`src/rtl/wt_cache_initiator.sv`:
```
module wt_cache_initiator #(
  parameter int LINE_WORDS = 4,
  parameter int SETS       = 16,
  parameter int ID_W       = 4,
  parameter int PLEN_W     = 8
) (
  input  logic              clk,
  input  logic              rst_n,
  input  logic              cpu_req,
  input  logic              cpu_we,
  input  logic [31:0]       cpu_addr,
  input  logic [31:0]       cpu_wdata,
  input  logic [3:0]        cpu_be,
  output logic              cpu_stall,
  output logic              cpu_done,
  output logic [31:0]       cpu_rdata,
  output logic              cpu_err,
  output logic              vci_cmdval,
  input  logic              vci_cmdack,
  output logic [31:0]       vci_address,
  output logic [1:0]        vci_cmd,
  output logic [3:0]        vci_be,
  output logic [31:0]       vci_wdata,
  output logic [PLEN_W-1:0] vci_plen,
  output logic              vci_eop,
  output logic [ID_W-1:0]   vci_trdid,
  output logic [ID_W-1:0]   vci_pktid,
  input  logic              vci_rspval,
  output logic              vci_rspack,
  input  logic [31:0]       vci_rdata,
  input  logic              vci_reop,
  input  logic              vci_rerror
);

  localparam int OFF_W   = $clog2(LINE_WORDS);
  localparam int IDX_W   = $clog2(SETS);
  localparam int IDX_LSB = OFF_W + 2;
  localparam int TAG_LSB = IDX_LSB + IDX_W;
  localparam int TAG_W   = 32 - TAG_LSB;
  localparam logic [OFF_W-1:0]  LAST    = OFF_W'(LINE_WORDS - 1);
  localparam logic [PLEN_W-1:0] RD_PLEN = PLEN_W'(LINE_WORDS * 4);
  localparam logic [PLEN_W-1:0] WR_PLEN = PLEN_W'(4);

  typedef enum logic [2:0] {S_IDLE, S_RCMD, S_RRSP, S_WCMD, S_WRSP, S_DONE} st_e;

  st_e                 state;
  logic [TAG_W-1:0]    tag_q  [SETS];
  logic [31:0]         data_q [SETS*LINE_WORDS];
  logic [SETS-1:0]     valid_q;
  logic [31:0]         addr_q, wdata_q;
  logic [3:0]          be_q;
  logic [OFF_W-1:0]    cnt_q;
  logic                ferr_q;

  wire [IDX_W-1:0] c_idx = cpu_addr[TAG_LSB-1:IDX_LSB];
  wire [OFF_W-1:0] c_off = cpu_addr[IDX_LSB-1:2];
  wire [TAG_W-1:0] c_tag = cpu_addr[31:TAG_LSB];
  wire [IDX_W-1:0] q_idx = addr_q[TAG_LSB-1:IDX_LSB];
  wire [OFF_W-1:0] q_off = addr_q[IDX_LSB-1:2];

  wire hit      = valid_q[c_idx] && (tag_q[c_idx] == c_tag);
  wire accept   = (state == S_IDLE) && cpu_req;
  wire busy     = (state == S_RCMD) || (state == S_RRSP) || (state == S_WCMD) || (state == S_WRSP);
  wire flit_bad = vci_rerror || (vci_reop != (cnt_q == LAST));
  wire fill_err = ferr_q || flit_bad;

  assign cpu_stall   = busy || (accept && (cpu_we || !hit));
  assign cpu_done    = (state == S_DONE);
  assign vci_cmdval  = (state == S_RCMD) || (state == S_WCMD);
  assign vci_cmd     = (state == S_WCMD) ? 2'b10 : 2'b01;
  assign vci_address = (state == S_WCMD) ? addr_q : {addr_q[31:IDX_LSB], {IDX_LSB{1'b0}}};
  assign vci_be      = (state == S_WCMD) ? be_q : 4'hF;
  assign vci_wdata   = wdata_q;
  assign vci_plen    = (state == S_WCMD) ? WR_PLEN : RD_PLEN;
  assign vci_eop     = 1'b1;
  assign vci_trdid   = '0;
  assign vci_pktid   = '0;
  assign vci_rspack  = (state == S_RRSP) || (state == S_WRSP);

  always_ff @(posedge clk) begin
    if (!rst_n) begin
      state     <= S_IDLE;
      valid_q   <= '0;
      addr_q    <= '0;
      wdata_q   <= '0;
      be_q      <= '0;
      cnt_q     <= '0;
      ferr_q    <= 1'b0;
      cpu_rdata <= '0;
      cpu_err   <= 1'b0;
    end else begin
      case (state)
        S_IDLE: if (cpu_req) begin
          addr_q  <= cpu_addr;
          wdata_q <= cpu_wdata;
          be_q    <= cpu_be;
          cpu_err <= 1'b0;
          if (cpu_we) state <= S_WCMD;
          else if (hit) begin
            cpu_rdata <= data_q[{c_idx, c_off}];
            state     <= S_DONE;
          end else begin
            valid_q[c_idx] <= 1'b0;
            cnt_q          <= '0;
            ferr_q         <= 1'b0;
            state          <= S_RCMD;
          end
        end
        S_RCMD: if (vci_cmdack) state <= S_RRSP;
        S_WCMD: if (vci_cmdack) state <= S_WRSP;
        S_RRSP: if (vci_rspval) begin
          if (cnt_q == q_off) cpu_rdata <= vci_rdata;
          if (cnt_q != LAST) cnt_q <= cnt_q + 1'b1;
          ferr_q <= fill_err;
          if (vci_reop) begin
            valid_q[q_idx] <= !fill_err;
            cpu_err        <= fill_err;
            state          <= S_DONE;
          end
        end
        S_WRSP: if (vci_rspval) begin
          cpu_err <= vci_rerror;
          state   <= S_DONE;
        end
        default: state <= S_IDLE;
      endcase
    end
  end

  always_ff @(posedge clk) begin
    if (accept && !cpu_we && !hit) tag_q[c_idx] <= c_tag;
    if (accept && cpu_we && hit)
      for (int b = 0; b < 4; b++)
        if (cpu_be[b]) data_q[{c_idx, c_off}][8*b +: 8] <= cpu_wdata[8*b +: 8];
    if (state == S_RRSP && vci_rspval) data_q[{q_idx, cnt_q}] <= vci_rdata;
  end

endmodule

```
`config.mk`:
```
export PLATFORM = sky130hd
export DESIGN_NAME = wt_cache_initiator
export DESIGN_NICKNAME = d
export VERILOG_FILES = /design/src/rtl/wt_cache_initiator.sv
export SDC_FILE = /design/constraint.sdc
export NUM_CORES = 2
export LEC_CHECK = 0
export CAP_MARGIN = 10
export CORE_MARGIN = 2
export CORE_UTILIZATION = 40
export CTS_BUF_LIST = sky130_fd_sc_hd__clkbuf_2
export DETAILED_ROUTE_END_ITERATION = 10
export GPL_ROUTABILITY_DRIVEN = 0
export PLACE_DENSITY = 0.58
export SLEW_MARGIN = 40
export SYNTH_ARGS = -nofsm -noshare
export SYNTH_HDL_FRONTEND = slang
export SYNTH_SLANG_ARGS = --single-unit
```
`constraint.sdc`:
```
create_clock -name clk -period 6.54 [get_ports clk]
set_clock_uncertainty 0.1 [all_clocks]
set_input_delay 1.308 -clock clk [delete_from_list [all_inputs] [get_ports clk]]
set_output_delay 1.308 -clock clk [all_outputs]
set_load 0.01 [all_outputs]
```
==> metrics.md <==
| Metric | Value |
|---|---|
| Setup crit end kind | primary output |
| Slew HR | 16.66% |
| Power per Cell Area | 282.7 mW/mm2 |
| I/O Pins | about 230 |
| First-pass GRT wire length | 445000 um |
| YS warnings | 0 |
| Crit Path Category | input pin to primary output |
| Sequential cell area | 0.07549 mm2 |
| Pin count of the biggest net entering global routing | slightly below 100 |
| Min-delay worst type | input pin to flop |
| Post-Route WL | 322000 um |
| Max_cap viols | 0 |
| Period utilisation layout | a little over nine tenths |
| Async set-reset flop share out of synthesis | 0% |
| Req. time, crit path | slightly above 5 ns |
| Worst Path Buf+Inv | 5 |
| Slew Viols, Final | 0 |
| CTS tree | done |
| Period minus WS final | just over 6 ns |
| Clock sink count | about 2600 |
| Number of fillers in the final layout | ~22000 |
| Vias per Instance | between 5 and 6 |
| Area fraction of the dominant cell type after synthesis | approximately 72% |
| Area Overhead vs Synth | 15.63% |
| Core ar. | roughly 0.25 mm2 |
| Worst setup margin | approximately 0.30 ns |
| Via count | between 50000 and 60000 |
| Worst-margin pin slew | roughly 1.3 ns |
| Mean Syn Cell Area | approximately 19 um2 |
| Top Family by Delay on Critical Path | buffers and inverters |
| Worst Path Arrival | around 4.8 ns |
| Worst slack, placed | approximately 0.23 ns |
| Status | finished clean |
| EDFF count, synth | 2432 |
| Die area | 0.2575 mm2 |
| Max IR drop VDD | 0.0002149 V |
| Worst-path clk slew | 0.12 ns |
| Total power | ~33 mW |
| Worst path slowest cell | dlygate4sd3_1 |
| Primary FF master, synth | edfxtp_1 |
| Crit path largest cell delay | roughly 0.54 ns |
| Register area share after synthesis | between 70% and 80% |
| Std cell rows | 184 |
| First-pass iteration count of the detailed router | 7 |
| Clock latency at the later pin of the worst-skew pair | 1.93 ns |
| CTS buffer count | ~660 |
| Fmax | roughly 160 MHz |
| Cells taking the most area after synthesis | edfxtp_1 (72%), mux4_2 (14%), dfxtp_1 (2.4%) |
| Seq cells post-synth | between 2000 and 3000 |
| GR Util All Layers | between 20 and 25% |
| Placed Cells | around 9000 |
| Initial core utilization | just over 40% |
| Final net count | approximately 6500 |
| Multi-input gate area in the final layout | around 0.024 mm2 |
| Hold Vio Cnt, Final | 0 |
| Drc violations | 0 |
| Buffers added on ports | 216 |
| Largest area contributor in the netlist | edfxtp_1 |
| Critical path cell sequence | dlygate4sd3_1 -> buf_6 -> buf_16 -> inv_2 -> mux2i_1 -> xnor2_1 -> a211oi_2 -> o22ai_1 -> nor4b_4 -> nor3b_4 -> nand2b_1 -> a21o_1 -> clkbuf_2 |
| RSZ-0062 raised after global routing | false |
| Htree depth | 6 |
| Final core occ | between 40% and 50% |
| Number of global-route vias before repair | between 50000 and 60000 |
| Startpoint types | input pin |
| Initial antenna violation count | 24 |
| Post-DP HPWL | between 200000 and 250000 um |
| Setup violators final | 0 |
| Leak | roughly 39 nW |
| Root buffer cell | clkbuf_2 |
| Layout cell share with drive strength beyond 1 | between 30% and 40% |
| Antenna viol nets, final | 0 |
| Final setup TNS | 0 ns |
| Die Ht | between 500 and 600 um |
| Routed len/inst | approximately 32 um |
| Remaining Overflow, GRT | 0 |
| Mapped cell area | roughly 0.10 mm2 |
| Cells after Synth | around 5300 |
| Iter 0 DRT Violations | around 7600 |
| Clock buffer depth | 4 |
| Final non-filler cell total | approximately 10000 |
| Netlist cell types | a little under 80 |
| Crit-path max FO | 53 |
| Die W | between 500 and 600 um |
==> cell usage after synthesis, types with 12 or more instances <==
cell,count
o31ai_1,16
nand2_1,399
nor2_1,349
xnor2_1,13
mux2_2,20
a22oi_1,93
a21oi_1,133
nor2b_1,12
inv_1,15
or3_1,14
dfxtp_1,123
buf_4,56
a22o_1,14
nand4_1,20
edfxtp_1,2432
buf_2,67
a221oi_1,13
nand2b_1,13
mux2i_1,146
o311ai_0,17
buf_6,36
buf_1,38
mux4_2,629
o21ai_0,36
o22ai_1,15
nor3_1,24
o211ai_1,49
nand3_1,94
a31oi_1,26
a32oi_1,33
clkbuf_1,170
==> sequential cells by signal (all words and copies together), names as in the netlist, 3 cells and up <==
signal     count
addr_q        32
be_q           4
cpu_rdata     32
data_q      2048
state          3
tag_q        384
valid_q       16
vci_wdata     32
==> path summary, 6_finish.rpt <==
path | from | to | slack (ns) | cells after the start
setup / recovery | cpu_addr[7] | cpu_stall | 0.30 | 13
hold / removal | cpu_addr[9] | tag_q[3][1]$_DFFE_PP_ | 0.19 | 2
setup reg to reg | state[2]$_SDFFE_PN0P_ | data_q[4][5]$_DFFE_PP_ | 1.96 | 9
hold reg to reg | be_q[3]$_SDFFE_PN0P_ | be_q[3]$_SDFFE_PN0P_ | 0.35 | 2
==> repair_timing <==
item                       CTS  global route
setup endpoints to repair    1             1
resized for setup            5            10
pin swaps                    2             2
hold endpoints to repair   189            17
setup buffers                0             1
hold buffers                46             1
==> stage by stage <==
stage               instance area, um2  hold WS, ns
floorplan                       101400       0.3312
global placement                110600       0.3429
detailed placement              110800       0.3414
CTS                             117100    0.0003419
global route                    117200      0.04720
finish                          117200       0.1860
==> cell type report <==
| class | count | area share, % |
|---|---|---|
| Inverter | 17 | 0.05550 |
| Sequential cell | 2555 | 64.40 |
| Antenna cell | 20 | 0.04269 |
| Clock buffer | 944 | 4.030 |
| Timing Repair Buffer | 794 | 6.182 |
| Clock inverter | 160 | 0.8891 |
| Tap cell | 3348 | 3.573 |
| Multi-Input combinational cell | 2325 | 20.83 |
==> cell usage in the layout, fill, tap and decap left out, types with 23 or more instances in the layout <==
master,synthesis,routed
nand2_1,399,357
a22oi_1,93,93
buf_4,56,481
nand3_1,94,94
dfxtp_1,123,123
a32oi_1,33,33
dlygate4sd3_1,0,47
a31oi_1,26,26
nor2_1,349,327
buf_12,1,41
clkdlybuf4s50_1,0,207
edfxtp_1,2432,2432
mux4_2,629,629
nand2_2,0,23
a21oi_1,133,133
o211ai_1,49,49
mux2i_1,146,146
o21ai_0,36,34
clkinv_1,2,114
clkbuf_2,1,945
==> kinds of logic after synthesis <==
family,synth area share (%)
buf+inv,2.018
xor+xnor,0.1728
mux,15.64
other cells,0.007407
fa+ha+maj,0.01234
compound gates,3.636
flops,74.46
simple gates,4.058
==> metal layers <==
| metal | up-vias | share of wire, % | GRT usage, % |
|---|---|---|---|
| met4 | 24 | 3.8 | 9.672 |
| met1 | 30920 | 39 | 33.74 |
| li1 | 24020 | - | - |
| met3 | 650 | 11 | 6.538 |
| met5 | - | 0.093 | 0.4074 |
| met2 | 3541 | 46 | 37.65 |
==> power by group <==
group          switching (mW)  internal (mW)
Clock                    6.51           4.42
Combinational            2.54           1.14
Sequential              0.125           18.4
Total                    9.18           24.0
Power figures use the tool's default switching activity.
